**config.mk**
```make
export PLATFORM = sky130hd
export DESIGN_NAME = bg_scroll_addr
export DESIGN_NICKNAME = d
export VERILOG_FILES = /design/src/rtl/bg_scroll_pkg.sv /design/src/rtl/beam_ctrl.sv /design/src/rtl/scroll_datapath.sv /design/src/rtl/bg_scroll_addr.sv
export SDC_FILE = /design/constraint.sdc
export NUM_CORES = 1
export LEC_CHECK = 0
export ABC_CLOCK_PERIOD_IN_PS = 2160
export BUFFER_PORTS_ARGS = -buffer_cell sky130_fd_sc_hd__buf_2
export CAP_MARGIN = 20
export CORE_MARGIN = 2
export CORE_UTILIZATION = 50
export CTS_BUF_LIST = sky130_fd_sc_hd__clkbuf_16
export DETAILED_ROUTE_END_ITERATION = 6
export HOLD_SLACK_MARGIN = 0.03
export PLACE_DENSITY_LB_ADDON = 0.08
export REMOVE_ABC_BUFFERS = 1
export SLEW_MARGIN = 40
export SYNTH_ARGS = -nofsm -noshare
export SYNTH_HDL_FRONTEND = slang
export SYNTH_SLANG_ARGS = --single-unit
```
**constraint.sdc**
```tcl
create_clock -name clk -period 2.16 [get_ports clk]
set_input_delay 0.216 -clock clk [delete_from_list [all_inputs] [get_ports clk]]
set_output_delay 0.216 -clock clk [all_outputs]
set_load 0.02 [all_outputs]
```
**src/rtl/bg_scroll_pkg.sv**
```systemverilog
package bg_scroll_pkg;
  typedef struct packed {
    logic wrVScroll;
    logic wrHScroll;
  } scrollStrobe_t;
endpackage

```
**src/rtl/beam_ctrl.sv**
```systemverilog
module beam_ctrl
  import bg_scroll_pkg::*;
#(
  parameter int H_TOTAL = 416,
  parameter int V_TOTAL = 262,
  parameter int DOT_DIV = 4,
  parameter int PORT_W = 4,
  parameter logic [PORT_W-1:0] VSCROLL_PORT = 4'hC,
  parameter logic [PORT_W-1:0] HSCROLL_PORT = 4'hD,
  localparam int H_W = $clog2(H_TOTAL),
  localparam int V_W = $clog2(V_TOTAL)
) (
  input  logic              clk,
  input  logic              rst_n,
  input  logic [PORT_W-1:0] portAddr,
  input  logic              wrEn,
  output scrollStrobe_t     strobe,
  output logic [H_W-1:0]    hPos,
  output logic [V_W-1:0]    vPos
);
  localparam int DIV_W = (DOT_DIV > 1) ? $clog2(DOT_DIV) : 1;
  localparam logic [DIV_W-1:0] DIV_LAST = DIV_W'(DOT_DIV - 1);
  localparam logic [H_W-1:0] H_LAST = H_W'(H_TOTAL - 1);
  localparam logic [V_W-1:0] V_LAST = V_W'(V_TOTAL - 1);

  logic [DIV_W-1:0] divCnt;
  logic dotTick;
  logic hLast;

  assign dotTick = (divCnt == DIV_LAST);
  assign hLast   = (hPos == H_LAST);

  // Dot divider
  always_ff @(posedge clk or negedge rst_n) begin
    if (!rst_n)       divCnt <= '0;
    else if (dotTick) divCnt <= '0;
    else              divCnt <= divCnt + 1'b1;
  end

  // Horizontal beam counter
  always_ff @(posedge clk or negedge rst_n) begin
    if (!rst_n)       hPos <= '0;
    else if (dotTick) hPos <= hLast ? '0 : hPos + 1'b1;
  end

  // Vertical beam counter, steps on line wrap
  always_ff @(posedge clk or negedge rst_n) begin
    if (!rst_n)                vPos <= '0;
    else if (dotTick && hLast) vPos <= (vPos == V_LAST) ? '0 : vPos + 1'b1;
  end

  // Write decode into strobes for the datapath
  always_comb begin
    strobe.wrVScroll = wrEn && (portAddr == VSCROLL_PORT);
    strobe.wrHScroll = wrEn && (portAddr == HSCROLL_PORT);
  end


  hpos_hold_chk: assert property (@(posedge clk) disable iff (!rst_n)
    !dotTick |=> $stable(hPos));

  hpos_range_chk: assert property (@(posedge clk) disable iff (!rst_n)
    hPos <= H_LAST);

  hpos_wrap_chk: assert property (@(posedge clk) disable iff (!rst_n)
    (dotTick && hPos == H_LAST) |=> (hPos == '0));

  vpos_hold_chk: assert property (@(posedge clk) disable iff (!rst_n)
    !(dotTick && hPos == H_LAST) |=> $stable(vPos));

  vpos_range_chk: assert property (@(posedge clk) disable iff (!rst_n)
    vPos <= V_LAST);
endmodule

```
**src/rtl/scroll_datapath.sv**
```systemverilog
module scroll_datapath
  import bg_scroll_pkg::*;
#(
  parameter int DATA_W = 16,
  parameter int PORT_W = 4,
  parameter logic [PORT_W-1:0] VSCROLL_PORT = 4'hC,
  parameter logic [PORT_W-1:0] HSCROLL_PORT = 4'hD,
  parameter int H_W = 9,
  parameter int V_W = 9,
  parameter int FINE_W = 3,
  parameter int H_COARSE_W = 6,
  parameter int V_COARSE_W = 8,
  parameter int MASK_N = 5,
  localparam int HS_W = H_COARSE_W + FINE_W,
  localparam int VS_SUM_W = V_COARSE_W + FINE_W,
  localparam int VS_W = VS_SUM_W + MASK_N,
  localparam int FREE_N = V_COARSE_W - MASK_N
) (
  input  logic              clk,
  input  logic              rst_n,
  input  scrollStrobe_t     strobe,
  input  logic [DATA_W-1:0] wrData,
  input  logic [PORT_W-1:0] portAddr,
  input  logic [H_W-1:0]    hPos,
  input  logic [V_W-1:0]    vPos,
  output logic [DATA_W-1:0] rdData,
  output logic [DATA_W-1:0] ntAddr
);
  logic [HS_W-1:0] hScroll;
  logic [VS_W-1:0] vScroll;
  logic [HS_W-1:0] hSum;
  logic [VS_SUM_W-1:0] vSum;
  logic [H_COARSE_W-1:0] hCoarse;
  logic [V_COARSE_W-1:0] vCoarse;
  logic unusedHiBits;

  assign unusedHiBits = ^wrData[DATA_W-1:HS_W];

  always_ff @(posedge clk or negedge rst_n) begin
    if (!rst_n)                 hScroll <= '0;
    else if (strobe.wrHScroll)  hScroll <= wrData[HS_W-1:0];
  end

  always_ff @(posedge clk or negedge rst_n) begin
    if (!rst_n)                 vScroll <= '0;
    else if (strobe.wrVScroll)  vScroll <= wrData[VS_W-1:0];
  end

  // Sums of scroll and beam position
  assign hSum = hScroll + HS_W'(hPos);
  assign vSum = vScroll[VS_SUM_W-1:0] + VS_SUM_W'(vPos);

  assign hCoarse = hSum[FINE_W +: H_COARSE_W];
  assign vCoarse[FREE_N-1:0] = vSum[FINE_W +: FREE_N];

  // Per-bit choice between raw register bit and summed bit
  for (genvar i = 0; i < MASK_N; i++) begin : g_mask
    assign vCoarse[FREE_N+i] = vScroll[VS_SUM_W+i] ? vScroll[FINE_W+FREE_N+i]
                                                   : vSum[FINE_W+FREE_N+i];
  end

  assign ntAddr = DATA_W'({1'b0, vCoarse, hCoarse, 1'b0});

  always_comb begin
    if (portAddr == VSCROLL_PORT)      rdData = DATA_W'(vPos);
    else if (portAddr == HSCROLL_PORT) rdData = DATA_W'(hPos);
    else                               rdData = '0;
  end


  hscroll_keep_chk: assert property (@(posedge clk) disable iff (!rst_n)
    !strobe.wrHScroll |=> $stable(hScroll));

  vscroll_keep_chk: assert property (@(posedge clk) disable iff (!rst_n)
    !strobe.wrVScroll |=> $stable(vScroll));

  vscroll_load_chk: assert property (@(posedge clk) disable iff (!rst_n)
    strobe.wrVScroll |=> (vScroll == $past(wrData[VS_W-1:0])));

  addr_frame_chk: assert property (@(posedge clk) disable iff (!rst_n)
    (ntAddr[0] == 1'b0) && (ntAddr[DATA_W-1] == 1'b0));
endmodule

```
**src/rtl/bg_scroll_addr.sv**
```systemverilog
module bg_scroll_addr
  import bg_scroll_pkg::*;
#(
  parameter int H_TOTAL = 416,
  parameter int V_TOTAL = 262,
  parameter int DOT_DIV = 4,
  parameter int DATA_W = 16,
  parameter int PORT_W = 4,
  parameter logic [PORT_W-1:0] VSCROLL_PORT = 4'hC,
  parameter logic [PORT_W-1:0] HSCROLL_PORT = 4'hD,
  localparam int H_W = $clog2(H_TOTAL),
  localparam int V_W = $clog2(V_TOTAL)
) (
  input  logic              clk,
  input  logic              rst_n,
  input  logic [PORT_W-1:0] portAddr,
  input  logic              wrEn,
  input  logic [DATA_W-1:0] wrData,
  output logic [DATA_W-1:0] rdData,
  output logic [DATA_W-1:0] ntAddr
);
  scrollStrobe_t strobe;
  logic [H_W-1:0] hPos;
  logic [V_W-1:0] vPos;

  beam_ctrl #(
    .H_TOTAL(H_TOTAL), .V_TOTAL(V_TOTAL), .DOT_DIV(DOT_DIV),
    .PORT_W(PORT_W), .VSCROLL_PORT(VSCROLL_PORT), .HSCROLL_PORT(HSCROLL_PORT)
  ) u_ctrl (
    .clk(clk), .rst_n(rst_n), .portAddr(portAddr), .wrEn(wrEn),
    .strobe(strobe), .hPos(hPos), .vPos(vPos)
  );

  scroll_datapath #(
    .DATA_W(DATA_W), .PORT_W(PORT_W),
    .VSCROLL_PORT(VSCROLL_PORT), .HSCROLL_PORT(HSCROLL_PORT),
    .H_W(H_W), .V_W(V_W)
  ) u_dp (
    .clk(clk), .rst_n(rst_n), .strobe(strobe), .wrData(wrData),
    .portAddr(portAddr), .hPos(hPos), .vPos(vPos),
    .rdData(rdData), .ntAddr(ntAddr)
  );
endmodule

```
; ---- Word-level counts from Yosys, hierarchy flattened
; Cells that the tools add are included.
[totals]
regBits = 45
inputBits = 23
output_inout_bits = 32
elab_cells = 28
[classes]
add_sub_neg = 5
eq_ne = 5
muxes = 10
reduce_logical = 3
[ops]
columns = op, n
row1 = 9-bit two-way mux, 3
row2 = 9-bit by 1-bit adder with 9-bit output (second input constant), 2
row3 = 9-bit == test (second input constant), 2
row4 = 16-bit two-way mux, 1
row5 = 11-bit by 9-bit adder with 11-bit output, 1
row6 = 9-bit adder, 1
row7 = 4-bit == test (second input constant), 2
row8 = 1-bit two-way mux, 5
row9 = 1-bit logical AND, 3
row10 = 2-bit by 1-bit adder with 2-bit output (second input constant), 1
row11 = 2-bit == test (second input constant), 1
row12 = 2-bit two-way mux, 1

; ---- Longest topological paths before layout
[logic_depth]
word_depth = 3
depth_mapped = 7
mapped_depth_nobuf = 6

; ---- Hierarchy
; Synthesis repeated with hierarchy kept, for this count alone.
[hier_totals]
cells_unflattened = 281
hier_area_um2 = 2891.5
[modules_own_cells]
columns = mod, n_inst, cells_each, area_each_um2, seq_area_each_um2
row1 = scroll_datapath, 1, 185, 1855.5, 625.6
row2 = beam_ctrl, 1, 96, 1036.0, 500.5

; ---- Worst setup path after synthesis
; OpenSTA, ideal clock, no wires.
[synth_path]
path_kind = reg-to-output
start = register u_ctrl.vPos[1]
end = output ntAddr[13]
t_arrival_ps = 2493
required_time_ps = 1944
setup_slack_ps = -549
stages_incl_launch_ff = 6
path_buffers = 0
cell_sequence = dfrtp_1 -> ha_1 -> nand4_1 -> a211o_1 -> and4_1 -> a2111oi_0
[synth_via]
elab_chain_cells = 2
[synth_rtl]
columns = element, line
row1 = "start, declared", beam_ctrl.sv:19  ; output logic [V_W-1:0] vPos
row2 = "start signal, assigned", beam_ctrl.sv:49  ; else if (dotTick && hLast) vPos <= (vPos == V_LAST) ? '0 : vPos + 1'b1;
row3 = 11-bit by 9-bit adder with 11-bit output, scroll_datapath.sv:51  ; assign vSum = vScroll[VS_SUM_W-1:0] + VS_SUM_W'(vPos);
row4 = 1-bit two-way mux, scroll_datapath.sv:58  ; assign vCoarse[FREE_N+i] = vScroll[VS_SUM_W+i] ? vScroll[FINE_W+FREE_N+i]
row5 = "end, declared", bg_scroll_addr.sv:20  ; output logic [DATA_W-1:0] ntAddr
; Every way passes these cells.

; ---- Worst setup path after layout
[layout_path]
start = register u_dp.vScroll[1]
end = output ntAddr[12]
[layout_via]
elab_chain_cells = 2
[layout_rtl]
columns = element, line
row1 = "start, declared", scroll_datapath.sv:30  ; logic [VS_W-1:0] vScroll;
row2 = "start signal, assigned", scroll_datapath.sv:46  ; else if (strobe.wrVScroll) vScroll <= wrData[VS_W-1:0];
row3 = 11-bit by 9-bit adder with 11-bit output, scroll_datapath.sv:51
row4 = 1-bit two-way mux, scroll_datapath.sv:58
; Every way passes these cells.

==> reports/qor.yml <==
outcome: "complete, but fails checks"
violations: "negative setup slack"
grt_pass1_vias: 2441
irDropWorstVdd_v: 0.000449
crit_chain: "ha_1 > nand4_1 > buf_4 > a21o_1 > a2111oi_2 > a311oi_1 > buf_2"
power_density_nw_per_um2: 709
vias: 2474
final_cell_mix: "46 x buf_4, 45 x dfrtp_1, 37 x buf_2"
drv_cap: 0
final_nets: 407
drt-total-wl_mm: 7.22
clockBufferDepth: 2
async_flop_share_pct: 100
routedWlPerCell_um: 16.5
cts_tree: "done"
dp_cells: 425
fmax_mhz: 433
cts.sinks: 45
synth_area_um2: 2860
path_depth: 7
drv_slew: 0
utilization_pct: 69.4
syn_to_final_growth_pct: 33.8
grt_first_pass_wirelength_mm: 12.0
ant_nets: 0
drt_iter0_markers: 97
rows: 27
rsz0062_at_grt: "true"
layout_commonest_cell: "buf_4"
critical_path_class: "register to output pin"
critPathMaxFanout: 4
crit_family: "compound AO/OA/AOI/OAI gates"
n_antenna_cell: 0
synth_seq_cells: 45
io-pin-count: 55
period_minus_slack_ns: 2.31
synth_edf_count: 0
core_um2: 5510
antenna_found_initial: 0
cp-end-kind: "output pin"
internal-power_uw: 1820
grtUsageTotal_pct: 24.6
root_buffer: "clkbuf_16"
cpPeakStageDelay_ns: 0.38
grt_overflow: 0
cts_buffers: 5
comb_power_share_pct: 33.8
die_w_um: 79.6
num-fill-cells: 437
drt-pass1-iter-count: 4
hold_viol_final: 0
pwr-share-clk_pct: 27.2
synth_ff_type: "dfrtp_1"
r2r_cells: 6
max_slew_margin_pct: 50.1
clkTransAtPathRegs_ns: 0.06
routabilityCongestion: 0.866
h-tree-depth: 2
start_kind: "register"
die_h_um: 79.6
dieArea_um2: 6330
avgSynthCellArea_um2: 10.3
worstSkewPairLatency_ns: 0.29
tightest_slew_ns: 0.747
drive_above_1_share_pct: 43.0
synthDistinctLibCells: 49
switching_share_pct: 32.9
final_cells: 437
p_leak_uw: 0.00173
initial_core_util_pct: 51.9
skew_ns: 0.00772
crit_arrival_ns: 2.10
ff_latch_area_um2: 1130
finalCritPeriodShare_pct: 107
multiInputGateArea_um2: 1860
routed_via_density: 5.66
yosysSeqAreaShare_pct: 39.4
yosys_warnings: 0
p_switching_uw: 890
cpMaxStageDelayCell: "dfrtp_1"
port_buffers: 45
seq_power_share_pct: 39.0
fin_ws_ns: -0.152
min-delay-path-class: "input port to register"
grt_max_degree: 25
hpwl_mm: 5.46
hold_depth: 2
syn_inst: 277
crit_buf_inv: 2
drc: 0
setup_viol: 5
worstPathRequired_ns: 1.94
## worst paths after layout
check,start,slack (ns),endpoint
worst min register to register,u_ctrl.divCnt[0],0.43,u_ctrl.divCnt[0]
worst max-delay path,u_dp.vScroll[1],-0.15,ntAddr[12]
worst max register to register,u_ctrl.hPos[1],0.15,u_ctrl.vPos[4]
worst min-delay path,wrData[14],0.15,u_dp.vScroll[14]
min in group asynchronous,rst_n,0.45,u_ctrl.hPos[3]
max in group asynchronous,rst_n,1.19,u_ctrl.vPos[5]
## flip-flops by register name (all words and copies together) (netlist names)
signal and count:
u_ctrl.vPos 9, u_ctrl.divCnt 2, u_ctrl.hPos 9, u_dp.hScroll 9, u_dp.vScroll 16
## through the flow
stage / total power (uW) / setup TNS, ns / cell area (um2) / setup WS, ns / hold slack [ns]
finish: 2710 / -0.507 / 3820 / -0.152 / 0.155
CTS: 2600 / -0.539 / 3660 / -0.138 / 0.155
floorplan: 1520 / -0.704 / 2790 / -0.555 / -0.0796
global route: 2850 / -1.55 / 3820 / -0.296 / 0.164
global placement: 1780 / 0 / 3390 / 0.125 / 0.242
detailed placement: 1800 / 0 / 3390 / 0.0906 / 0.244
## cell usage after synthesis, types with 2 or more instances
cell / instances / share of area [%]
ha_1: 19 / 8.3
a22o_1: 9 / 2.8
xor2_1: 6 / 1.8
xnor2_1: 12 / 3.7
nand4_1: 9 / 2.0
nor3_1: 6 / 1.1
o31a_1: 2 / 0.61
a21o_1: 4 / 1.1
mux2_2: 27 / 11
dfrtp_1: 45 / 39
inv_1: 7 / 0.92
or4_1: 2 / 0.53
o31ai_1: 4 / 1.1
buf_4: 10 / 2.6
a211oi_1: 4 / 1.1
and4_1: 2 / 0.61
o311ai_0: 2 / 0.61
a21oi_1: 14 / 2.5
o21ai_0: 9 / 1.6
a2111oi_0: 3 / 0.92
or3_2: 2 / 0.53
nand2_1: 24 / 3.2
nor2_1: 13 / 1.7
and3_1: 2 / 0.44
nand2b_1: 7 / 1.5
and2_1: 2 / 0.44
clkbuf_2: 2 / 0.35
nand3_1: 8 / 1.4
## logic make-up (layout without fill, tap and decap cells)
logic type	count (synthesis)	in the layout	share of synthesized area, %
multiplexers	27	27	10.6
buffers and inverters	21	101	4.43
adder cells (fa/ha/maj)	19	19	8.33
flip-flops	45	45	39.4
AO/OA/AOI/OAI	59	59	14.6
other	1	9	0.131
AND/OR/NAND/NOR	87	87	16.9
XOR/XNOR	18	18	5.52
## power by group through the flow
stage / clock (uW) / sequential, uW / combinational (uW)
finish: 736 / 1050 / 916
global route: 787 / 1070 / 994
CTS: 751 / 1040 / 806
detailed placement: 0 / 1050 / 748
global placement: 0 / 1040 / 732
floorplan: 0 / 1020 / 503
## per-layer routing
metal | vias up | part of all wire (%) | GRT usage (%)
met4 | 0 | 0.86 | 5.52
met5 | - | 0 | 0
met2 | 67 | 48 | 40.5
li1 | 1193 | - | -
met3 | 6 | 4.6 | 4.30
met1 | 1208 | 47 | 33.8
## timing repair
action,CTS,global route
pin swaps,12,15
endpoints found under the hold margin,23,0
setup endpoints to repair,10,11
buffers inserted,2,3
resized for setup,24,23
hold buffers,1,0
## layout make-up
class                           instances  share of cell area, %
Multi-Input combinational cell        219                   48.6
Timing Repair Buffer                   87                   15.3
Tap cell                               72                   2.36
Clock buffer                            5                   3.28
Clock inverter                          2                  0.328
Inverter                                7                  0.688
Sequential cell                        45                   29.5
(Power assumes the default switching activity.)
